File: src/rtl/perf_freeze_pkg.sv
package perf_freeze_pkg;
  // Status word layout; neighbours decode these positions.
  localparam int STAT_W   = 64;
  localparam int FRZ_BIT  = 0;
  localparam int FLAG_LSB = 4;
endpackage

File: src/rtl/perf_event_counter.sv
module perf_event_counter #(
  parameter int W = 32
) (
  input  logic         clk,
  input  logic         rst_n,
  input  logic         load,
  input  logic [W-1:0] load_val,
  input  logic         inc,
  output logic [W-1:0] cnt,
  output logic         ovf
);
  // A wrap happens only on a real increment from all ones.
  assign ovf = inc && !load && (&cnt);

  always_ff @(posedge clk or negedge rst_n) begin
    if (!rst_n)    cnt <= '0;
    else if (load) cnt <= load_val;
    else if (inc)  cnt <= cnt + W'(1);
  end
endmodule

File: src/rtl/perf_ovf_status.sv
module perf_ovf_status #(
  parameter int N = 4
) (
  input  logic         clk,
  input  logic         rst_n,
  input  logic [N-1:0] ovf,
  input  logic [N-1:0] oi_en,
  input  logic         wr,
  input  logic         wr_frz,
  input  logic [N-1:0] wr_flags,
  output logic         frz,
  output logic [N-1:0] flags
);
  logic [N-1:0] flags_base;
  logic         frz_base;

  // The write goes in first; a new overflow is ORed on top so it wins.
  assign flags_base = wr ? wr_flags : flags;
  assign frz_base   = wr ? wr_frz   : frz;

  always_ff @(posedge clk or negedge rst_n) begin
    if (!rst_n) begin
      flags <= '0;
      frz   <= 1'b0;
    end else begin
      flags <= flags_base | ovf;
      frz   <= frz_base | (|(ovf & oi_en));
    end
  end
endmodule

File: src/rtl/perf_freeze_status.sv
module perf_freeze_status
  import perf_freeze_pkg::*;
#(
  parameter int NUM_CNT = 4,
  parameter int CNT_W   = 32,
  localparam int IDX_W  = (NUM_CNT > 1) ? $clog2(NUM_CNT) : 1
) (
  input  logic                     clk,
  input  logic                     rst_n,
  input  logic [NUM_CNT-1:0]       evt_i,
  input  logic [NUM_CNT-1:0]       oi_en_i,
  input  logic                     cnt_wr_en,
  input  logic [IDX_W-1:0]         cnt_wr_sel,
  input  logic [CNT_W-1:0]         cnt_wr_data,
  input  logic                     stat_wr_en,
  input  logic [STAT_W-1:0]        stat_wr_data,
  output logic [STAT_W-1:0]        stat_rd_data,
  output logic [NUM_CNT*CNT_W-1:0] cnt_value,
  output logic                     frozen_o,
  output logic                     irq_o
);
  logic [NUM_CNT-1:0] ovf;
  logic [NUM_CNT-1:0] flags;
  logic               frz;

  for (genvar n = 0; n < NUM_CNT; n++) begin : g_cnt
    logic ld;
    assign ld = cnt_wr_en && (cnt_wr_sel == IDX_W'(n));
    perf_event_counter #(.W(CNT_W)) u_cnt (
      .clk      (clk),
      .rst_n    (rst_n),
      .load     (ld),
      .load_val (cnt_wr_data),
      .inc      (evt_i[n] && !frz),
      .cnt      (cnt_value[n*CNT_W +: CNT_W]),
      .ovf      (ovf[n])
    );
  end

  perf_ovf_status #(.N(NUM_CNT)) u_stat (
    .clk      (clk),
    .rst_n    (rst_n),
    .ovf      (ovf),
    .oi_en    (oi_en_i),
    .wr       (stat_wr_en),
    .wr_frz   (stat_wr_data[FRZ_BIT]),
    .wr_flags (stat_wr_data[FLAG_LSB +: NUM_CNT]),
    .frz      (frz),
    .flags    (flags)
  );

  always_comb begin
    stat_rd_data                       = '0;
    stat_rd_data[FRZ_BIT]              = frz;
    stat_rd_data[FLAG_LSB +: NUM_CNT]  = flags;
  end

  assign frozen_o = frz;
  assign irq_o    = frz;
endmodule

File: config.mk
export PLATFORM = sky130hd
export DESIGN_NAME = perf_freeze_status
export DESIGN_NICKNAME = d
export VERILOG_FILES = /design/src/rtl/perf_freeze_pkg.sv /design/src/rtl/perf_event_counter.sv /design/src/rtl/perf_ovf_status.sv /design/src/rtl/perf_freeze_status.sv
export SDC_FILE = /design/constraint.sdc
export NUM_CORES = 1
export LEC_CHECK = 0
export ABC_AREA = 1
export CELL_PAD_IN_SITES_DETAIL_PLACEMENT = 1
export CELL_PAD_IN_SITES_GLOBAL_PLACEMENT = 1
export CORE_MARGIN = 10
export CORE_UTILIZATION = 49
export DETAILED_ROUTE_END_ITERATION = 10
export DONT_BUFFER_PORTS = 1
export GPL_TIMING_DRIVEN = 0
export PLACE_DENSITY_LB_ADDON = 0.12
export REMOVE_ABC_BUFFERS = 1
export SYNTH_ARGS = -nofsm -noshare
export SYNTH_HDL_FRONTEND = slang
export SYNTH_SLANG_ARGS = --single-unit
File: constraint.sdc
create_clock -name clk -period 2.55 [get_ports clk]
set_clock_uncertainty 0.05 [all_clocks]
set_input_delay 0.255 -clock clk [delete_from_list [all_inputs] [get_ports clk]]
set_output_delay 0.255 -clock clk [all_outputs]
set_load 0.01 [all_outputs]
# Word-level counts from Yosys, hierarchy flattened
# Cells that the tools add are included.
# op_classes
reduce_logical	31
n_eq_ne	3
bitwise_logic	3
n_addsub	4
shift	0
mux	10
order_cmp	0
div	0
n_mul	0
# op_table
op	n
32-bit 2-to-1 mux	8
32-bit by 1-bit adder with 32-bit output, second input constant	4
32-bit AND reduction	4
1-bit logical AND	16
2-bit nonzero test	4
1-bit logical NOT	5
4-bit bitwise AND	1
2-bit == test, second input constant	2
4-bit 2-to-1 mux	1
4-bit OR	1
4-bit OR reduction	1
2-bit by 1-bit == test with 1-bit output, second input constant	1
2-bit logical NOT	1
1-bit 2-to-1 mux	1
1-bit OR	1
# totals
mem_bits_ro	0
latch_bits	0
mem_bits_rw	0
inputBits	110
n_memories	0
register_bits	133
output_inout_bits	194

# Depth between registers and ports, before layout
# Gate-level depths: netlist of run 1.
# depth
ltp_word	8
depth_mapped	11
depth_no_buf	11

# Hierarchy
# From an unflattened synthesis of run 1, not the netlist that was laid out.
# hier_totals
cells_unflattened	1411
hier_area_um2	9738.1
# modules_own_cells
module	area_per_inst_um2	cells_per_inst	instances
perf_event_counter	2248.4	326	4
perf_freeze_status	521.8	78	1
perf_ovf_status	222.7	29	1

# Least setup slack after synthesis of run 1
# OpenSTA, ideal clock, no wires.
# synth_timing
path_type	register to register
start	reg g_cnt[2].u_cnt.cnt[0]
end	reg g_cnt[2].u_cnt.cnt[20]
n_path_buf	0
period_less_slack_ps	1593
required_ps	2383
setup_ps	117
t_arrival_ps	1427
slack_ps	957
path_stages_with_launch	10
cell_sequence	dfrtp_1 -> ha_1 -> nand2_1 -> nor2_4 -> nand2_4 -> nor2_8 -> nand2_1 -> xor2_1 -> nand2_1 -> nand2_1
# synth_via
elab_chain_cells	3
# synth_rtl
item	line	source
start: declaration	perf_event_counter.sv:9	output logic [W-1:0] cnt,
start signal: assignment	perf_event_counter.sv:17	else if (load) cnt <= load_val;
start signal: assignment	perf_event_counter.sv:18	else if (inc) cnt <= cnt + W'(1);
32-bit by 1-bit adder with 32-bit output	perf_event_counter.sv:18	
32-bit 2-to-1 mux	perf_event_counter.sv:18	
32-bit 2-to-1 mux	perf_event_counter.sv:17	
# No other way between the ends. The select of a mux whose other input is x is not followed.
# A chain may end at the register's enable or synchronous reset.

# Worst setup path in the final report of run 1
# layout_timing
start	reg u_stat.frz
end	reg g_cnt[0].u_cnt.cnt[10]
# layout_via
elab_chain_cells	3
# layout_rtl
item	line	source
start: declaration	perf_ovf_status.sv:11	output logic frz,
start signal: assignment	perf_ovf_status.sv:27	frz <= frz_base | (|(ovf & oi_en));
1-bit logical NOT	perf_freeze_status.sv:34	.inc (evt_i[n] && !frz),
1-bit logical AND	perf_freeze_status.sv:34	
2-bit nonzero test (no line)	n/a	
end signal: assignment	perf_event_counter.sv:17	
end signal: assignment	perf_event_counter.sv:18	
end: declaration	perf_event_counter.sv:9	
# No other way between the ends.

==> results of run 1 <==
synthesized netlist by cell type (all sizes together), types with 6 or more instances:
cell type and n:
inv 196, o221ai 21, o21ai 23, a21o 6, o211ai 15, dfrtp 133, buf 86, o22ai 53
xor2 50, nor2 168, nand4 24, nand2 485, xnor2 11, nand3 118, a21oi 14, nor3 20
o21bai 21
critical path: stages (launching register included):
cell,delay (ns)
dfrtp_2,0.60
nor2_1,0.26
nand2_1,0.36
inv_1,0.73
nand2_1,0.12
o221ai_1,0.16
per-stage QoR:
step                power (W)  area (um2)   TNS [ns]
floorplan            0.004838        9515          0
global placement     0.005499        9847     -27.76
detailed placement   0.005633        9874     -18.90
CTS                  0.008340       10750          0
global route         0.008791       10750  -0.009740
finish               0.008382       10760          0
layout make-up:
class | count | area, um2 | area share (%)
Tap cell | 265 | 331.6 | 3.082
Clock inverter | 9 | 125.1 | 1.163
Sequential cell | 133 | 3329 | 30.95
Antenna cell | 2 | 5.005 | 0.04652
Timing Repair Buffer | 27 | 287.8 | 2.675
Multi-Input combinational cell | 1095 | 5445 | 50.62
Clock buffer | 22 | 484.2 | 4.501
Inverter | 199 | 749.5 | 6.967
layer usage:
| metal | up-vias | part of all wire (%) | track usage, % |
|---|---|---|---|
| met5 | - | 0.032 | 0 |
| met4 | 2 | 4.0 | 14.27 |
| met3 | 88 | 9.5 | 10.09 |
| met2 | 452 | 47 | 48.61 |
| met1 | 4946 | 40 | 35.64 |
| li1 | 4572 | - | - |
worst paths after layout:
path                       slack [ns]                                 end
max                              0.17  g_cnt[0].u_cnt.cnt[10]$_DFFE_PN0P_
min                             -0.54  g_cnt[3].u_cnt.cnt[11]$_DFFE_PN0P_
max reg2reg                      0.17  g_cnt[0].u_cnt.cnt[10]$_DFFE_PN0P_
min reg2reg                      0.53           u_stat.flags[2]$_DFF_PN0_
max in group asynchronous        2.60                u_stat.frz$_DFF_PN0_
min in group clk                 0.01  g_cnt[1].u_cnt.cnt[22]$_DFFE_PN0P_
power by group through the flow:
stage | clock network (W) | logic, W | registers (W)
floorplan | 0 | 0.00139 | 0.00345
global placement | 0 | 0.00166 | 0.00384
global route | 0.00275 | 0.00211 | 0.00393
detailed placement | 0 | 0.00178 | 0.00386
finish | 0.00266 | 0.00188 | 0.00385
CTS | 0.00266 | 0.00185 | 0.00383
repair_timing:
item / in CTS / in global routing
buffers inserted: 0 / 0
cloned: 0 / 0
endpoints found under the setup margin: 25 / 13
endpoints found under the hold margin: 176 / 133
gates resized for setup: 2 / 1
registers in the layout (all words and copies together) (netlist names):
signal           flops
u_stat.flags         4
g_cnt.u_cnt.cnt    128
u_stat.frz           1
cells by family after synthesis:
| kind of cell | count (synthesis) | synth area share, % |
|---|---|---|
| other | 1 | 0.03788 |
| xor gates and xnor gates | 61 | 5.397 |
| and+or+nand+nor | 817 | 36.29 |
| AOI/OAI and AO/OA | 154 | 10.50 |
| adders and majority gates | 4 | 0.5056 |
| DFF | 133 | 33.62 |
| buffers and inverters | 289 | 13.65 |
==> flow_summary.ini, run 1 <==
[final_layout]
finalNetCount = 1587
commonest_non_fill_non_tap_cells_in_the_layout = nand2_1 (465), inv_1 (188), nor2_1 (134)
area_growth_syn_to_layout_pct = 8.670
layout-drive-gt1-share_pct = 7.542
layout_commonest_cell = nand2_1
final-instance-count-excl-fill = 1752
finalCoreUtilization_pct = 54.74
layout.filler_cells = 2638

[worst_setup_path]
endpoint_kind = register
startpoint = u_stat.frz$_DFF_PN0_
critical_path_arrival_ns = 2.67
timing.critical_path.required_ns = 2.84
r2r.worst_path.cells = 5
crit_path_launch_type = register
worstSetupPathType = register to register
critical_path_fanouts_max = 20
r2r-start = u_stat.frz$_DFF_PN0_

[power_and_ir_drop]
internal_power_w = 0.004904
power_per_cell_area_nw_per_um2 = 779.1
clkPwrFrac_pct = 31.7
power_leakage_nw = 4.969
switching_power_w = 0.003477
power.sequential.fraction_pct = 45.9
power.combinational.fraction_pct = 22.4
vdd_drop_max_v = 0.0005083
power.switching_fraction_pct = 41.49

[synth]
synth-seq-cells = 133
synth_area_leader_cell = dfrtp_1
number_of_enable_flip_flop_cells_after_synthesis = 0
synth_top_area_share_pct = 33.62
synthesis.area_per_instance_um2 = 6.785
seq_area_frac_synth_pct = 33.62
ys_top_cells_by_area = dfrtp_1 (34%), nand2_1 (18%), inv_1 (7.1%), nand3_1 (5.5%), nor2_1 (5.1%)
yosys_most_used_dff = dfrtp_1
syn-cell-area_um2 = 9899
yosysUniqueCellTypes = 37
yosys_warnings = 0
async_reset_ff_share_pct = 100.0
synthCells = 1459

[route]
routed_wirelength_mm = 40.80
drc_errors = 0
drt-initial-drc-count = 895
route.vias.total = 10060
drt-pass1-iter-count = 5
post_drt_via_cell_ratio = 5.742
ant_nets = 0
routed_wire_length_per_instance_um = 23.29

[hold_path]
min-delay-path-class = primary input to asynchronous set/reset pin

[sta]
hold_ws_ns = -0.5355
timing.slew.headroom_pct = 14.60
timing.final.crit_share_pct = 93.48
fmaxAchievable_mhz = 419.5
report.final.hold_viol_count = 133
final.setup.worst_slack_ns = 0.1661
period_needed_ns = 2.384
worst-slew-pin-transition_ns = 1.277
max_slew_violations = 0
finalSetupViolations = 0
rsz0062_at_grt = true

[floorplan]
ios = 304
num_rows = 51
fp.dieArea_um2 = 26290
die_h_um = 162.1
starting_density_pct = 50.37
design.core.area_um2 = 19650
die_width_um = 162.1

[placement]
detailedPlacementHpwl_mm = 28.94
place.gp.congestion = 0.8939
placedCellCount = 1693
placement.setup.worst_slack_ns = -0.7525
i_o_buffers = 0

[grt]
overflow_after_grt = 0
gr-usage-all-layers_pct = 30.21
first_global_vias = 10330
maximum_number_of_pins_on_one_net_before_global_route_repair = 134
number_of_antenna_violations_at_the_first_check_in_global_routing = 3
grt_pass1_wl_mm = 61.60

[run_status]
failed_checks = hold timing
outcome = complete, but fails checks

[clock_network]
maximum_level_of_the_cts_h_tree = 4
clk_pin_slew_ns = 0.07
clock_latency_ns = 0.44
cts-buffers-inserted = 17
cts_buffer_depth = 2
cell_at_the_root_of_the_clock_tree = clkbuf_16
ctsHoldBuffers = 26
cts_sinks = 133
tritoncts = done

[job]
max_cap_viol_count = 0
(Power assumes the default switching activity.)
==> run 2, diff against run 1 <==
--- a/config.mk
+++ b/config.mk
@@ -9,10 +9,12 @@
 export CELL_PAD_IN_SITES_DETAIL_PLACEMENT = 1
 export CELL_PAD_IN_SITES_GLOBAL_PLACEMENT = 1
 export CORE_MARGIN = 10
-export CORE_UTILIZATION = 49
+export CORE_UTILIZATION = 45
+export CTS_CLUSTER_DIAMETER = 50
 export DETAILED_ROUTE_END_ITERATION = 10
 export DONT_BUFFER_PORTS = 1
 export GPL_TIMING_DRIVEN = 0
+export MAX_ROUTING_LAYER = met4
 export PLACE_DENSITY_LB_ADDON = 0.12
 export REMOVE_ABC_BUFFERS = 1
 export SYNTH_ARGS = -nofsm -noshare
==> constraint.sdc (replaced) <==
create_clock -name clk -period 2.4 [get_ports clk]
set_clock_uncertainty 0.05 [all_clocks]
set_input_delay 0.24 -clock clk [delete_from_list [all_inputs] [get_ports clk]]
set_output_delay 0.24 -clock clk [all_outputs]
set_load 0.01 [all_outputs]
==> run 2 against run 1 <==
Compared with the run above: the run still ends with hold timing left; sequential cell count did not move; via count fell by 1.1%; global-route usage down 1.7 points; die area is 7.8% higher; sequential share of layout area up 0.098 points; sequential power up 6.0%; wire length is 1.1% lower; utilization shrank 5.4 points; combinational power is 4% higher; first-iteration DRC count fell by 14%; register-to-register slack lost 0.098 ns; critical endpoint is now g_cnt[1].u_cnt.cnt[9]$_DFFE_PN0P_; largest power group unchanged; highest routed layer is now met4.
==> flow_summary.ini, run 2 (synthesis results as in run 1) <==
[run_status]
outcome = complete, but fails checks
failed_checks = hold timing

[hold_path]
min-delay-path-class = primary input to asynchronous set/reset pin

[clock_network]
cts_sinks = 133
cts_post_setup_buffers_inserted = 0
cts_buffer_depth = 2
ctsHoldBuffers = 25
cts-buffers-inserted = 17
maximum_level_of_the_cts_h_tree = 4
clk_pin_slew_ns = 0.06
clock_latency_ns = 0.43
tritoncts = done
cell_at_the_root_of_the_clock_tree = clkbuf_16

[final_layout]
register_ranked_first_by_flip_flop_count = g_cnt.u_cnt.cnt
layout-drive-gt1-share_pct = 7.749
area_growth_syn_to_layout_pct = 8.329
finalNetCount = 1586
commonest_non_fill_non_tap_cells_in_the_layout = nand2_1 (464), inv_1 (187), nor2_1 (134)
multi_input_comb_area_um2 = 5465
register_area_um2 = 3329
finalCoreUtilization_pct = 49.29
largest_register_ffs = 128
layout_commonest_cell = nand2_1
reg.largest.list = g_cnt.u_cnt.cnt (128), u_stat.flags (4), u_stat.frz (1)
layout.filler_cells = 2896
postLayoutCellArea_um2 = 10720
final-instance-count-excl-fill = 1766

[job]
max_cap_viol_count = 0

[route]
ant_nets = 0
drc_errors = 0
post_drt_via_cell_ratio = 5.634
routed_wirelength_mm = 40.33
route.vias.total = 9950
drt-pass1-iter-count = 5
drt-initial-drc-count = 774
routed_wire_length_per_instance_um = 22.84

[grt]
number_of_antenna_violations_at_the_first_check_in_global_routing = 1
gr-usage-all-layers_pct = 28.52
maximum_number_of_pins_on_one_net_before_global_route_repair = 134
overflow_after_grt = 0
first_global_vias = 10150
grt_pass1_wl_mm = 61.47

[worst_setup_path]
critical_path_fanouts_max = 18
endpoint_kind = register
crit_path_launch_type = register
critical_path_arrival_ns = 2.57
worstSetupPathType = register to register
timing.critical_path.required_ns = 2.63

[placement]
placedCellCount = 1707
placed_cell_area_um2 = 9866
i_o_buffers = 0
detailedPlacementHpwl_mm = 29.19
place.gp.congestion = 0.8644
placement.setup.worst_slack_ns = -0.8799

[power_and_ir_drop]
power.sequential.fraction_pct = 47.2
power.combinational.fraction_pct = 22.7
switching_power_w = 0.003645
clkPwrFrac_pct = 30.1
power_per_cell_area_nw_per_um2 = 806.0
internal_power_w = 0.004998
vdd_drop_max_v = 0.0005329
power.switching_fraction_pct = 42.17
power_leakage_nw = 4.916

[sta]
timing.slew.headroom_pct = 39.88
worst-slew-pin-transition_ns = 0.9017
hold_ws_ns = -0.5470
rsz0062_at_grt = true
timing.final.crit_share_pct = 97.16
period_needed_ns = 2.332
max_slew_violations = 0
fmaxAchievable_mhz = 428.9
report.final.hold_viol_count = 133
final.setup.worst_slack_ns = 0.06820
finalSetupViolations = 0

[floorplan]
starting_density_pct = 45.50
die_h_um = 168.3
ios = 304
die_width_um = 168.3
design.core.area_um2 = 21760
num_rows = 54
fp.dieArea_um2 = 28330
-- run 2: changes by cell type in the layout (fill, tap and decap cells not counted), sizes merged --
cell         delta
clkinvlp        +4
bufinv          -2
buf             -1
clkbuf          +1
clkinv          -1
dlygate4sd3     -1
inv             -1
-- run 2: per-layer routing --
layer,part of all wire (%),vias up,track usage [%],wire (um)
li1,-,4569,-,-
met2,48,396,45.10,19190
met3,8.2,64,7.963,3299
met5,0,-,-,0
met4,3.3,0,11.47,1338
met1,41,4921,33.73,16500
-- run 2: layout make-up --
cell class                 count  share of cell area [%]
timing repair buffer          25                   2.333
clock buffer                  23                   4.550
tap                          280                   3.267
timing repair inverter         1                 0.07000
clock inverter                 8                  0.7000
sequential                   133                   31.05
multi-input combinational   1095                   50.96
inverter                     199                   7.024
antenna                        2                 0.04667
-- run 2: final timing paths --
check                                     startpoint                            endpoint  slack (ns)  depth (start not counted)
setup / recovery                u_stat.frz$_DFF_PN0_   g_cnt[1].u_cnt.cnt[9]$_DFFE_PN0P_        0.07                          6
hold / removal                                 rst_n   g_cnt[3].u_cnt.cnt[7]$_DFFE_PN0P_       -0.55                          0
setup reg to reg                u_stat.frz$_DFF_PN0_   g_cnt[1].u_cnt.cnt[9]$_DFFE_PN0P_        0.07                          6
hold reg to reg            u_stat.flags[1]$_DFF_PN0_           u_stat.flags[1]$_DFF_PN0_        0.54                          2
max in group asynchronous                      rst_n   g_cnt[0].u_cnt.cnt[1]$_DFFE_PN0P_        2.58                          0
min in group clk                     cnt_wr_data[22]  g_cnt[1].u_cnt.cnt[22]$_DFFE_PN0P_           0                          2
-- run 2: worst max-delay path, stage by stage (launching register included) --
cell and delay (ns):
dfrtp_2 0.60, o21ai_2 0.80, inv_2 0.33, nand2_1 0.14, nand3_1 0.08, o21ai_0 0.08
o21ai_0 0.11
-- run 2: metrics by stage --
step / power [W] / hold slack (ns) / setup TNS, ns
floorplan: 0.005140 / -0.1056 / 0
global placement: 0.005870 / -0.09791 / -41.82
detailed placement: 0.005974 / -0.09691 / -42.60
CTS: 0.008625 / -0.5533 / 0
global route: 0.009110 / -0.5659 / -0.1331
finish: 0.008643 / -0.5470 / 0
-- run 2: power by group through the flow --
stage	Combinational [W]	Sequential, W	Clock, W
final	0.00196	0.00408	0.00260
after global routing	0.00222	0.00418	0.00270
after detailed placement	0.00187	0.00411	0
after floorplan	0.00148	0.00366	0
after CTS	0.00194	0.00408	0.00261
after global placement	0.00178	0.00409	0
-- run 2: repair_timing --
| item | CTS | global route |
|---|---|---|
| endpoints found under the setup margin | 69 | 43 |
| gates cloned | 0 | 1 |
| resized for setup | 4 | 5 |
| hold endpoints to repair | 178 | 133 |
==> run 3, diff against run 2 <==
--- a/config.mk
+++ b/config.mk
@@ -8,7 +8,7 @@
 export ABC_AREA = 1
 export CELL_PAD_IN_SITES_DETAIL_PLACEMENT = 1
 export CELL_PAD_IN_SITES_GLOBAL_PLACEMENT = 1
-export CORE_MARGIN = 10
+export CORE_MARGIN = 2
 export CORE_UTILIZATION = 45
 export CTS_CLUSTER_DIAMETER = 50
 export DETAILED_ROUTE_END_ITERATION = 10
==> run 3 against run 2 <==
Compared with the run above: the flow still finishes with violations (hold timing); register-to-register slack improved by 0.05 ns; design area rose by 0.64%; combinational power barely moved; non-clock buffer count rose by 1; first-iteration DRC count fell by 13%; worst setup slack improved by 0.046 ns; critical path depth fell by 1; clock power rose by 7%; sequential cell count did not move; hold slack improved by 0.0055 ns.
==> flow_summary.ini, run 3 (synthesis results as in run 1) <==
[run_status]
outcome = complete, but fails checks
failed_checks = hold timing

[worst_setup_path]
reg2reg_to = g_cnt[0].u_cnt.cnt[16]$_DFFE_PN0P_
reg_to_reg_slack_setup_ns = 0.11
r2r.worst_path.cells = 5
startpoint = u_stat.frz$_DFF_PN0_
endpoint_kind = register
critical_path_arrival_ns = 2.52
cp-endpoint = g_cnt[0].u_cnt.cnt[16]$_DFFE_PN0P_
crit_path_launch_type = register
worstSetupPathType = register to register
critical_path_fanouts_max = 17
timing.critical_path.required_ns = 2.64
r2r-start = u_stat.frz$_DFF_PN0_

[floorplan]
starting_density_pct = 45.64
num_rows = 54
design.core.area_um2 = 21690
die_h_um = 152.3
ios = 304
die_width_um = 152.3
fp.dieArea_um2 = 23200

[grt]
grt_pass1_wl_mm = 59.93
overflow_after_grt = 0
number_of_antenna_violations_at_the_first_check_in_global_routing = 1
gr-usage-all-layers_pct = 34.43
first_global_vias = 10100
maximum_number_of_pins_on_one_net_before_global_route_repair = 134

[power_and_ir_drop]
power_per_cell_area_nw_per_um2 = 816.5
power.combinational.fraction_pct = 22.4
switching_power_w = 0.003627
clkPwrFrac_pct = 31.5
vdd_drop_max_v = 0.0004964
power.sequential.fraction_pct = 46.0
internal_power_w = 0.005186
power.switching_fraction_pct = 41.15
totalPowerFinal_w = 0.008813
power_leakage_nw = 4.950

[route]
drc_errors = 0
post_drt_via_cell_ratio = 5.654
route.vias.total = 9990
ant_nets = 0
routed_wirelength_mm = 38.81
drt-initial-drc-count = 673
drt-pass1-iter-count = 7
routed_wire_length_per_instance_um = 21.96

[final_layout]
reg.largest.list = g_cnt.u_cnt.cnt (128), u_stat.flags (4), u_stat.frz (1)
layout-drive-gt1-share_pct = 7.811
register_ranked_first_by_flip_flop_count = g_cnt.u_cnt.cnt
layout_commonest_cell = nand2_1
area_growth_syn_to_layout_pct = 9.025
largest_register_ffs = 128
finalNetCount = 1587
commonest_non_fill_non_tap_cells_in_the_layout = nand2_1 (463), inv_1 (187), nor2_1 (134)

[sta]
finalSetupViolations = 0
report.final.hold_viol_count = 133
rsz0062_at_grt = false
timing.slew.headroom_pct = 44.38
setup_tns_ns = 0
fmaxAchievable_mhz = 437.5
worst-slew-pin-transition_ns = 0.8342
period_needed_ns = 2.286
hold_ws_ns = -0.5415
max_slew_violations = 0
timing.final.crit_share_pct = 95.23

[clock_network]
ctsHoldBuffers = 26
cts-buffers-inserted = 17
maximum_level_of_the_cts_h_tree = 4
cts_buffer_depth = 2
cts_post_setup_buffers_inserted = 0
tritoncts = done
clk_pin_slew_ns = 0.06
cts_sinks = 133
clock_latency_ns = 0.42
cell_at_the_root_of_the_clock_tree = clkbuf_16

[placement]
detailedPlacementHpwl_mm = 27.23
place.gp.congestion = 0.8851
i_o_buffers = 0

[hold_path]
min-delay-path-class = primary input to asynchronous set/reset pin

[job]
max_cap_viol_count = 0
## run 3: cell types whose count changed in the layout (fill, tap and decap cells not counted), sizes merged
cell,previous run,this run
clkinv,6,9
clkinvlp,6,3
bufinv,1,3
clkbuf,23,22
dlygate4sd3,25,26
inv,195,194
## run 3: metal layers
metal	track usage, %	vias up	wire length (um)
li1	-	4579	-
met2	53.97	394	18130
met5	-	-	0
met1	43.73	4947	16520
met4	11.84	0	1187
met3	8.362	70	2963
## run 3: power groups by stage
stage	sequential (W)	combinational (W)	clock, W
final	0.00406	0.00197	0.00278
after global routing	0.00414	0.00223	0.00289
after CTS	0.00403	0.00195	0.00280
after detailed placement	0.00406	0.00187	0
after global placement	0.00403	0.00178	0
after floorplan	0.00366	0.00148	0
## run 3: timing repair
action,4_1_cts,5_1_grt
resized for setup,4,9
pin swaps,0,0
gates cloned,0,1
hold endpoints to repair,179,133
setup endpoints to repair,57,27
## run 3: per-stage QoR
| step | setup slack [ns] | util [%] | cell area, um2 | std cells |
|---|---|---|---|---|
| after floorplan | 0.3548 | - | 9515 | 1427 |
| after global placement | -0.9178 | 45.49 | 9866 | 1707 |
| after detailed placement | -0.7385 | 45.51 | 9871 | 1707 |
| after CTS | 0.01267 | 49.54 | 10750 | 1764 |
| after global routing | 0.05479 | 49.75 | 10790 | 1766 |
| final | 0.1144 | 49.76 | 10790 | 1767 |
## run 3: final cells by class
class	instances	area [um2]
Timing Repair inverter	1	7.507
Inverter	199	754.5
Tap cell	280	350.3
Clock inverter	9	126.4
Antenna cell	2	5.005
Timing Repair Buffer	26	260.3
Fill cell	2877	10900
Clock buffer	22	474.2
Multi-Input combinational cell	1095	5483
Sequential cell	133	3332
## run 3: critical path, stage by stage (launching register included)
cell and delay [ns]:
dfrtp_4 0.62, o21ai_2 0.72, inv_2 0.36, nand2_1 0.13, o21ai_0 0.09, o21bai_1 0.18
## run 3: worst min-delay path by stage
stage / to / slack [ns] / cells past startpoint
final: g_cnt[3].u_cnt.cnt[7]$_DFFE_PN0P_ / -0.54 / 0
after global routing: g_cnt[3].u_cnt.cnt[11]$_DFFE_PN0P_ / -0.56 / 0
after CTS: g_cnt[3].u_cnt.cnt[7]$_DFFE_PN0P_ / -0.56 / 0
after detailed placement: g_cnt[3].u_cnt.cnt[7]$_DFFE_PN0P_ / -0.1 / 0
after global placement: g_cnt[3].u_cnt.cnt[7]$_DFFE_PN0P_ / -0.1 / 0
after floorplan: g_cnt[0].u_cnt.cnt[0]$_DFFE_PN0P_ / -0.11 / 0
